===== config.mk =====
export PLATFORM = sky130hd
export DESIGN_NAME = conv_sched
export DESIGN_NICKNAME = d
export VERILOG_FILES = /design/src/rtl/conv_pkg.sv /design/src/rtl/conv_tick.sv /design/src/rtl/conv_rate.sv /design/src/rtl/conv_avg.sv /design/src/rtl/conv_seq.sv /design/src/rtl/conv_sched.sv
export SDC_FILE = /design/constraint.sdc
export NUM_CORES = 1
export LEC_CHECK = 0
export ABC_AREA = 1
export BUFFER_PORTS_ARGS = -buffer_cell sky130_fd_sc_hd__buf_2
export CELL_PAD_IN_SITES_DETAIL_PLACEMENT = 1
export CELL_PAD_IN_SITES_GLOBAL_PLACEMENT = 2
export CORE_ASPECT_RATIO = 1.75
export CORE_MARGIN = 4
export CORE_UTILIZATION = 30
export DETAILED_ROUTE_END_ITERATION = 8
export GPL_ROUTABILITY_DRIVEN = 0
export PLACE_DENSITY_LB_ADDON = 0.2
export SLEW_MARGIN = 25
export SYNTH_ARGS = -nofsm -noshare
export SYNTH_HDL_FRONTEND = slang
export SYNTH_SLANG_ARGS = --single-unit

===== constraint.sdc =====
create_clock -name clk_i -period 1.97 [get_ports clk_i]
set_clock_uncertainty 0.15 [all_clocks]
set_input_delay 0.394 -clock clk_i [delete_from_list [all_inputs] [get_ports clk_i]]
set_output_delay 0.394 -clock clk_i [all_outputs]
set_load 0.02 [all_outputs]

===== src/rtl/conv_pkg.sv =====
package conv_pkg;
  typedef logic signed [7:0] temp_t;
  typedef enum logic [1:0] {ST_IDLE, ST_REQ, ST_WAIT} seq_st_e;
endpackage


===== src/rtl/conv_tick.sv =====
module conv_tick #(
  parameter int TICK_DIV = 1000
) (
  input  logic clk_i,
  input  logic rst_ni,
  output logic tick_o
);
  localparam int TW = (TICK_DIV > 2) ? $clog2(TICK_DIV) : 1;
  logic [TW-1:0] cnt_q;

  assign tick_o = (cnt_q == TW'(TICK_DIV - 1));

  always_ff @(posedge clk_i or negedge rst_ni) begin
    if (!rst_ni)     cnt_q <= '0;
    else if (tick_o) cnt_q <= '0;
    else             cnt_q <= cnt_q + 1'b1;
  end
endmodule


===== src/rtl/conv_rate.sv =====
module conv_rate #(
  parameter int RATE_BITS = 3
) (
  input  logic       clk_i,
  input  logic       rst_ni,
  input  logic       wr_i,
  input  logic [7:0] wdata_i,
  input  logic       run_i,
  input  logic       tick_i,
  output logic [7:0] rate_o,
  output logic       fire_o
);
  localparam int CW = 2**RATE_BITS - 1;
  logic [RATE_BITS-1:0] code_q;
  logic [CW-1:0]        cnt_q, lim;

  assign rate_o = {{(8-RATE_BITS){1'b0}}, code_q};
  // period in ticks = lim + 1 = 2^(CW - code)
  assign lim    = {CW{1'b1}} >> code_q;
  assign fire_o = run_i && tick_i && (cnt_q >= lim);

  always_ff @(posedge clk_i or negedge rst_ni) begin
    if (!rst_ni) begin
      code_q <= RATE_BITS'(2);
      cnt_q  <= '0;
    end else begin
      if (wr_i && (wdata_i[7:RATE_BITS] == '0)) code_q <= wdata_i[RATE_BITS-1:0];
      if (!run_i)      cnt_q <= '0;
      else if (tick_i) cnt_q <= fire_o ? '0 : cnt_q + 1'b1;
    end
  end
endmodule


===== src/rtl/conv_avg.sv =====
module conv_avg import conv_pkg::*; #(
  parameter int NUM_AVG = 16
) (
  input  logic  clk_i,
  input  logic  rst_ni,
  input  logic  clr_i,
  input  logic  add_i,
  input  temp_t data_i,
  output temp_t avg_o
);
  localparam int SH = $clog2(NUM_AVG);
  localparam int AW = 8 + SH;
  logic signed [AW-1:0] acc_q, sum_nx;

  assign sum_nx = acc_q + {{SH{data_i[7]}}, data_i};
  assign avg_o  = temp_t'(sum_nx >>> SH);

  always_ff @(posedge clk_i or negedge rst_ni) begin
    if (!rst_ni)     acc_q <= '0;
    else if (clr_i)  acc_q <= '0;
    else if (add_i)  acc_q <= sum_nx;
  end
endmodule


===== src/rtl/conv_seq.sv =====
module conv_seq import conv_pkg::*; #(
  parameter int NUM_AVG = 16
) (
  input  logic  clk_i,
  input  logic  rst_ni,
  input  logic  go_i,
  input  logic  abort_i,
  input  logic  done_i,
  input  temp_t avg_i,
  output logic  busy_o,
  output logic  start_o,
  output logic  ch_o,
  output logic  add_o,
  output logic  clr_o,
  output logic  loc_we_o,
  output logic  rem_we_o,
  output temp_t res_o
);
  localparam int NW = (NUM_AVG > 2) ? $clog2(NUM_AVG) : 1;
  seq_st_e       st_q;
  logic [NW-1:0] n_q;
  logic          last;

  assign last    = (n_q == NW'(NUM_AVG - 1));
  assign busy_o  = (st_q != ST_IDLE);
  assign start_o = (st_q == ST_REQ) && !abort_i;
  assign add_o   = (st_q == ST_WAIT) && done_i && !abort_i;
  assign clr_o   = ((st_q == ST_IDLE) && go_i) || (add_o && last && !ch_o);

  always_ff @(posedge clk_i or negedge rst_ni) begin
    if (!rst_ni) begin
      st_q     <= ST_IDLE;
      n_q      <= '0;
      ch_o     <= 1'b0;
      loc_we_o <= 1'b0;
      rem_we_o <= 1'b0;
      res_o    <= '0;
    end else begin
      loc_we_o <= 1'b0;
      rem_we_o <= 1'b0;
      if (abort_i) st_q <= ST_IDLE;
      else unique case (st_q)
        ST_IDLE: if (go_i) begin
          st_q <= ST_REQ;
          ch_o <= 1'b0;
          n_q  <= '0;
        end
        ST_REQ:  st_q <= ST_WAIT;
        ST_WAIT: if (done_i) begin
          if (last) begin
            res_o <= avg_i;
            n_q   <= '0;
            if (!ch_o) begin
              loc_we_o <= 1'b1;
              ch_o     <= 1'b1;
              st_q     <= ST_REQ;
            end else begin
              rem_we_o <= 1'b1;
              st_q     <= ST_IDLE;
            end
          end else begin
            n_q  <= n_q + 1'b1;
            st_q <= ST_REQ;
          end
        end
        default: st_q <= ST_IDLE;
      endcase
    end
  end
endmodule


===== src/rtl/conv_sched.sv =====
module conv_sched import conv_pkg::*; #(
  parameter int TICK_DIV  = 1000,
  parameter int NUM_AVG   = 16,
  parameter int RATE_BITS = 3
) (
  input  logic       clk_i,
  input  logic       rst_ni,
  input  logic       stby_ni,
  input  logic       cfg_stby_i,
  input  logic       rate_wr_i,
  input  logic [7:0] rate_wdata_i,
  input  logic       oneshot_i,
  input  logic       open_i,
  input  logic       adc_done_i,
  input  logic [7:0] adc_data_i,
  output logic [7:0] rate_o,
  output logic       busy_o,
  output logic       adc_start_o,
  output logic       adc_chan_o,
  output logic       abort_o,
  output logic       loc_we_o,
  output logic       rem_we_o,
  output logic [7:0] result_o,
  output logic       open_o
);
  logic  tick, fire, run, hw_stby, sw_q, go, clr, add;
  temp_t avg, res;

  assign hw_stby = !stby_ni;
  assign run     = !hw_stby && !cfg_stby_i;
  // pin aborts at any time; software bit only on its rising edge
  assign abort_o = busy_o && (hw_stby || (cfg_stby_i && !sw_q));
  assign go      = !busy_o && (fire || (oneshot_i && cfg_stby_i && !hw_stby));
  assign result_o = res;

  always_ff @(posedge clk_i or negedge rst_ni) begin
    if (!rst_ni) begin
      sw_q   <= 1'b0;
      open_o <= 1'b0;
    end else begin
      sw_q <= cfg_stby_i;
      if (go) open_o <= open_i;
    end
  end

  conv_tick #(.TICK_DIV(TICK_DIV)) i_tick (
    .clk_i(clk_i), .rst_ni(rst_ni), .tick_o(tick)
  );

  conv_rate #(.RATE_BITS(RATE_BITS)) i_rate (
    .clk_i(clk_i), .rst_ni(rst_ni), .wr_i(rate_wr_i), .wdata_i(rate_wdata_i),
    .run_i(run), .tick_i(tick), .rate_o(rate_o), .fire_o(fire)
  );

  conv_avg #(.NUM_AVG(NUM_AVG)) i_avg (
    .clk_i(clk_i), .rst_ni(rst_ni), .clr_i(clr), .add_i(add),
    .data_i(temp_t'(adc_data_i)), .avg_o(avg)
  );

  conv_seq #(.NUM_AVG(NUM_AVG)) i_seq (
    .clk_i(clk_i), .rst_ni(rst_ni), .go_i(go), .abort_i(abort_o),
    .done_i(adc_done_i), .avg_i(avg), .busy_o(busy_o), .start_o(adc_start_o),
    .ch_o(adc_chan_o), .add_o(add), .clr_o(clr), .loc_we_o(loc_we_o),
    .rem_we_o(rem_we_o), .res_o(res)
  );
endmodule


==> out/results.ini, run 1 <==
[status]
outcome = finished, violations left
violations = negative setup slack

[clocking]
insertion_delay_ns = 0.29
path_clk_slew_ns = 0.07
clkSinkCount = 51
cts_tree = done
cts_buffers = 5
cts_max_path_buffers = 2
ctsHtreeMaxLevel = 2
cts_root_buf = clkbuf_16

[final_layout]
final_cell_area_um2 = 4060
fillerInstances = 1285
nets = 522
seqCellArea_um2 = 1280
fin_util_pct = 39.7
area.growth.synth_to_final_pct = 29.4
multiInputGateArea_um2 = 1850
fin_cells = 604
drive_gt1_share_pct = 31.0
antenna_cells = 0

[setup_path]
worst_ep_arrival_time_ns = 2.19
critPathBufInv = 1
timing.rr.start = i_rate.code_q[1]
cp_cell_sequence = inv_4 -> o21ai_4 -> ha_4 -> nand2_1 -> nand2_1 -> a21oi_2 -> nand3_2 -> or3_4 -> o21ai_2
reg2reg_setup_slack_ns = -0.15
crit_start = i_rate.code_q[1]
startpoint_type = flop
cp_max_fo = 7
endpoint_kind = flop
critPathTopFamily = simple AND/OR/NAND/NOR gates
crit_type = reg -> reg
slowest_delay_ns = 0.56
worstRegToRegCells = 9
cp_common_cell = nand2_1
cp_num_cells = 9
required_ns = 2.04
slowest_stage = dfstp_2

[floorplan]
rows = 49
fp.dieArea_um2 = 12200
core_region_area_um2 = 10200
io-pin-count = 47
initial_core_util_pct = 30.6
die_y_um = 143
die_x_um = 85.3

[yosys]
postSynthCellCount = 398
yosysWarnings = 0
ys_seq_area_share_pct = 40.7
synth_top_cell_area_share_pct = 39.9
ys_ff_latch = 51
synth.avg_cell_area_um2 = 7.88
yosysTopAreaCell = dfrtp_1
synth_area_leaders = dfrtp_1 (40%), nand2_1 (13%), ha_1 (8.4%)
yosysUniqueCellTypes = 40
syn_area_um2 = 3140

[power_and_ir_drop]
irDropWorstVdd_v = 0.000491
cellLeakagePower_nw = 2.11
total_power_mw = 3.92
powerDensity_nw_per_um2 = 965

[place]
hpwlAfterDp_mm = 7.06
io_buffer_count = 41
place_area_um2 = 3720
dpl_worst_slack_ns = -0.335
dpl.cell_count = 593

[global_route]
grt_pass1_wl_mm = 14.9
antenna_found_initial = 0
grt.total_usage_pct = 15.2
grt_overflow = 0
grt_pass1_vias = 3157
grt_max_degree = 52

[sta]
holdWs_ns = 0.0859
setup_slack_ns = -0.148
fmax_mhz = 472
finalHoldViolations = 0
slew_viol_final = 0
min_period_ns = 2.12
final.period_utilization_pct = 108
setup_viol = 26
rsz0062_at_grt = yes
fin_setup_tns_ns = -2.60

[detailed_routing]
drtIter0Drc = 60
first_pass_iters = 4
drcViolationCount = 0
vias = 2874
wire_per_inst_um = 14.4
routed_wl_mm = 8.70
vias_per_cell = 4.76
drtAntennaViolNets = 0

[worst_hold_path]
min_from = cfg_stby_i
hold_depth = 1
hold_path.class = in -> reg

[job]
cap_violations = 0

[worst register-to-register path, cell delays in order (launching register included)]
cell	delay [ns]
dfstp_2	0.56
inv_4	0.06
o21ai_4	0.14
ha_4	0.22
nand2_1	0.07
nand2_1	0.06
a21oi_2	0.13
nand3_2	0.12
or3_4	0.42
o21ai_2	0.13
[per-layer routing]
layer	wire length (µm)	track usage, %	part of all wire (%)	vias to the layer above
met1	3190	15.3	37	1395
met3	259	2.29	3.0	7
met4	96	3.75	1.1	0
li1	-	-	-	1433
met5	0	0	0	-
met2	5160	31.5	59	39
[synth_stat cells]
cell type / count
nor4_1: 1
dfstp_2: 1
nand2_2: 6
buf_2: 1
nand3_2: 1
o21bai_1: 1
a31oi_1: 2
nand3b_1: 5
clkinv_2: 1
nand3_1: 27
nand2_1: 111
o21ai_2: 7
or2_2: 3
or3_4: 1
nand4_4: 1
or2_1: 1
inv_2: 8
inv_1: 32
a21oi_1: 23
buf_4: 5
dfrtp_1: 50
o211ai_1: 4
nand3_4: 1
clkbuf_1: 1
o21ai_1: 6
ha_1: 21
nor2_2: 3
a2bb2oi_1: 1
a21o_1: 1
fa_1: 1
nor2_1: 43
nor3_1: 3
clkinv_1: 1
nand4_1: 3
nor2_4: 2
conb_1: 1
xor2_1: 9
xnor2_1: 3
o21ai_0: 5
nand2_4: 1
[worst paths after layout]
path / to
max in group asynchronous: i_rate.code_q[1]
worst max-delay path: i_rate.cnt_q[4]
min in group asynchronous: i_seq.st_q[1]
worst min register to register: i_tick.cnt_q[0]
worst min-delay path: sw_q
worst max register to register: i_rate.cnt_q[4]
[cell usage in the layout, fill, tap and decap left out, types with 6 or more instances in the layout]
master	synthesis	routed
nand2_1	111	103
o21ai_1	6	6
a21oi_1	23	14
a21oi_2	0	9
buf_2	1	41
dfrtp_1	50	50
o21ai_2	7	8
nand3_1	27	23
inv_2	8	10
xor2_1	9	9
nor2_1	43	43
buf_4	5	31
nand2_2	6	10
ha_1	21	18
inv_1	32	28
[area by class of cell]
cell class	count	area share (%)
inverters	42	4.04
clock buffers	6	3.17
repair buffers	74	11.5
flip-flops and latches	51	31.5
well taps	127	3.91
clock inverters	2	0.308
multi-input cells	302	45.6
[logic make-up after synthesis]
family | after synthesis | share of synthesized area, %
other cells | 1 | 0.120
simple gates | 213 | 30.8
fa+ha+maj | 22 | 9.01
compound gates | 50 | 9.49
xor+xnor | 12 | 3.35
flops | 51 | 40.7
buf+inv | 49 | 6.54
[registers in the layout, summed over array words and instances (netlist names)]
signal	count
i_rate.cnt_q	7
sw_q	1
i_seq.st_q	2
i_tick.cnt_q	10
i_seq.res_o	8
open_o	1
i_seq.ch_o	1
i_seq.rem_we_o	1
i_seq.n_q	4
i_rate.code_q	3
i_seq.loc_we_o	1
i_avg.acc_q	12
[report_power, final]
part	switching (mW)	total (mW)	internal [mW]
registers	0.120	1.32	1.20
logic	0.999	1.74	0.740
clock network	0.389	0.859	0.470
[timing repair]
action,4_1_cts,5_1_grt
hold buffers,1,0
hold endpoints to repair,50,0
buffers inserted,1,1
pin swaps,7,5
setup endpoints to repair,29,32
resized for setup,19,23
Power figures use the tool's default switching activity.
==> inputs of run 2 (changes only) <==
- BUFFER_PORTS_ARGS: -buffer_cell sky130_fd_sc_hd__buf_2 -> unset
- CORE_UTILIZATION: 30 -> 33
- DONT_BUFFER_PORTS: unset -> 1
==> out/results.ini, run 2 (same netlist as run 1, synthesis figures left out) <==
[status]
outcome = finished, violations left  ; unchanged
violations = negative setup slack  ; unchanged

[detailed_routing]
vias_per_cell = 4.88  ; was 4.76
drt-met1-wl_mm = 3.11  ; was 3.19 mm
routed_wl_mm = 8.56  ; was 8.70 mm
vias = 2696  ; was 2874
drtIter0Drc = 57  ; was 60
wl_met2_mm = 5.01  ; was 5.16 mm
drtAntennaViolNets = 0  ; unchanged
routed.top_layer = met4  ; unchanged
first_pass_iters = 3  ; was 4
drcViolationCount = 0  ; unchanged
route.met3.wl_um = 313  ; was 259 µm
wire_per_inst_um = 15.5  ; was 14.4 µm

[global_route]
antenna_found_initial = 0  ; unchanged
grt.total_usage_pct = 16.9  ; was 15.2%
grt_pass1_vias = 2912  ; was 3157
grt_pass1_wl_mm = 14.2  ; was 14.9 mm
grt_overflow = 0  ; unchanged
grt_max_degree = 52  ; unchanged

[setup_path]
worstRegToRegCells = 9  ; unchanged
slowest_delay_ns = 0.58  ; was 0.56 ns
critPathTopFamily = simple AND/OR/NAND/NOR gates  ; unchanged
startpoint_type = flop  ; unchanged
reg2reg_setup_slack_ns = -0.14  ; was -0.15 ns
critPathBufInv = 1  ; unchanged
cp_max_fo = 7  ; unchanged
crit_type = reg -> reg  ; unchanged
cp_num_cells = 9  ; unchanged
worst_ep_arrival_time_ns = 2.18  ; was 2.19 ns
cp_cell_sequence = inv_4 -> o21ai_4 -> ha_4 -> nand2_2 -> nand2_1 -> a21oi_2 -> nand3_2 -> or3_4 -> o21ai_2  ; was inv_4 -> o21ai_4 -> ha_4 -> nand2_1 -> nand2_1 -> a21oi_2 -> nand3_2 -> or3_4 -> o21ai_2
required_ns = 2.05  ; was 2.04 ns
slowest_stage = dfstp_2  ; unchanged
endpoint_kind = flop  ; unchanged

[final_layout]
largestRegisters = i_avg.acc_q x12, i_tick.cnt_q x10, i_seq.res_o x8  ; unchanged
largest_reg_flops = 12  ; unchanged
nets = 477  ; was 522
final_cell_mix = nand2_1 (99), dfrtp_1 (50), nor2_1 (40)  ; was nand2_1 (103), dfrtp_1 (50), nor2_1 (43)
drive_gt1_share_pct = 27.5  ; was 31.0%
largest-register = i_avg.acc_q  ; unchanged
area.growth.synth_to_final_pct = 25.0  ; was 29.4%
final_common_cell = nand2_1  ; unchanged
final_cell_area_um2 = 3920  ; was 4060 µm²
antenna_cells = 0  ; unchanged

[sta]
final.period_utilization_pct = 107  ; was 108%
fmax_mhz = 474  ; was 472 MHz
rsz0062_at_grt = yes  ; unchanged
holdWs_ns = 0.0568  ; was 0.0859 ns
min_period_ns = 2.11  ; was 2.12 ns
finalHoldViolations = 0  ; unchanged
setup_slack_ns = -0.138  ; was -0.148 ns
slew_viol_final = 0  ; unchanged
setup_viol = 26  ; unchanged

[worst_hold_path]
hold_depth = 2  ; was 1
hold_path.class = in -> reg  ; unchanged

[place]
hpwlAfterDp_mm = 6.67  ; was 7.06 mm
place_area_um2 = 3430  ; was 3720 µm²
io_buffer_count = 0  ; was 41

[clocking]
ctsHtreeMaxLevel = 2  ; unchanged
insertion_delay_ns = 0.30  ; was 0.29 ns
cts_max_path_buffers = 2  ; unchanged
cts_tree = done  ; unchanged
cts_root_buf = clkbuf_16  ; unchanged
path_clk_slew_ns = 0.07  ; about the same
cts_buffers = 5  ; unchanged
clkSinkCount = 51  ; unchanged

[power_and_ir_drop]
cellLeakagePower_nw = 1.92  ; was 2.11 nW
irDropWorstVdd_v = 0.000409  ; was 0.000491 V
powerDensity_nw_per_um2 = 1010  ; was 965 nW/µm²

[floorplan]
die_x_um = 81.7  ; was 85.3 µm
io-pin-count = 47  ; unchanged
rows = 46  ; was 49
fp.dieArea_um2 = 11200  ; was 12200 µm²
initial_core_util_pct = 34.3  ; was 30.6%
core_region_area_um2 = 9150  ; was 10200 µm²
die_y_um = 137  ; was 143 µm

[job]
cap_violations = 0  ; unchanged

## run 2: changes by cell type in the layout (fill, tap and decap cells not counted), moves of 2 or more
cell / previous run / this run
nor2_2: 3 / 5
nand2_2: 10 / 15
a21oi_2: 9 / 13
buf_4: 31 / 26
a21oi_1: 14 / 9
ha_4: 2 / 5
nand2_1: 103 / 99
nand3_2: 4 / 6
buf_2: 41 / 0
nor2_1: 43 / 40
ha_1: 18 / 15
## run 2: per-layer routing
layer | track usage [%] | vias to the layer above
met2 | 32.5 | 39
li1 | - | 1342
met1 | 17.6 | 1307
met5 | 0 | -
met3 | 3.23 | 8
met4 | 5.55 | 0
## run 2: worst paths after layout
path,startpoint,end
hold reg to reg,i_tick.cnt_q[0],i_tick.cnt_q[0]
max in group asynchronous,rst_ni,i_rate.code_q[1]
setup / recovery,i_rate.code_q[1],i_rate.cnt_q[2]
hold / removal,open_i,open_o
setup reg to reg,i_rate.code_q[1],i_rate.cnt_q[2]
min in group asynchronous,rst_ni,i_rate.cnt_q[4]
## run 2: report_power, final
group / internal, mW / leakage, nW / switching (mW)
combinational: 0.649 / 1.16 / 0.970
sequential: 1.20 / 0.676 / 0.139
clock: 0.600 / 0.0838 / 0.413
total: 2.45 / 1.92 / 1.52
## run 2: worst reg2reg max path, stage by stage (launching register included)
cell	delay, ns
dfstp_2	0.58
inv_4	0.07
o21ai_4	0.14
ha_4	0.23
nand2_2	0.06
nand2_1	0.05
a21oi_2	0.13
nand3_2	0.09
or3_4	0.41
o21ai_2	0.13
## run 2: area by class of cell
| type | count | area, µm² |
|---|---|---|
| fill | 1110 | 5230 |
| sequential | 51 | 1280 |
| clock buffer | 5 | 125 |
| clock inverter | 3 | 43.8 |
| timing repair buffer | 29 | 243 |
| inverter | 42 | 164 |
| multi-input combinational | 302 | 1920 |
| tap | 120 | 150 |
## run 2: timing repair
action | CTS | global route
setup buffers | 1 | 3
setup endpoints to repair | 29 | 33
cloned | 0 | 0
endpoints found under the hold margin | 52 | 0
pin swaps | 3 | 12
gates resized for setup | 13 | 44
hold buffers | 3 | 0
## run 2: metrics by stage
| step | std cells | utilization, % | setup TNS, ns | power [mW] | setup WS, ns |
|---|---|---|---|---|---|
| after detailed placement | 537 | 37.5 | -4.51 | 2.71 | -0.207 |
| after global routing | 552 | 42.9 | -5.47 | 4.30 | -0.235 |
| after floorplan | 402 | - | -1.71 | 2.31 | -0.143 |
| final | 552 | 42.9 | -2.80 | 3.97 | -0.138 |
| after CTS | 549 | 40.3 | -2.92 | 3.82 | -0.154 |
| after global placement | 537 | 37.5 | -3.77 | 2.68 | -0.175 |
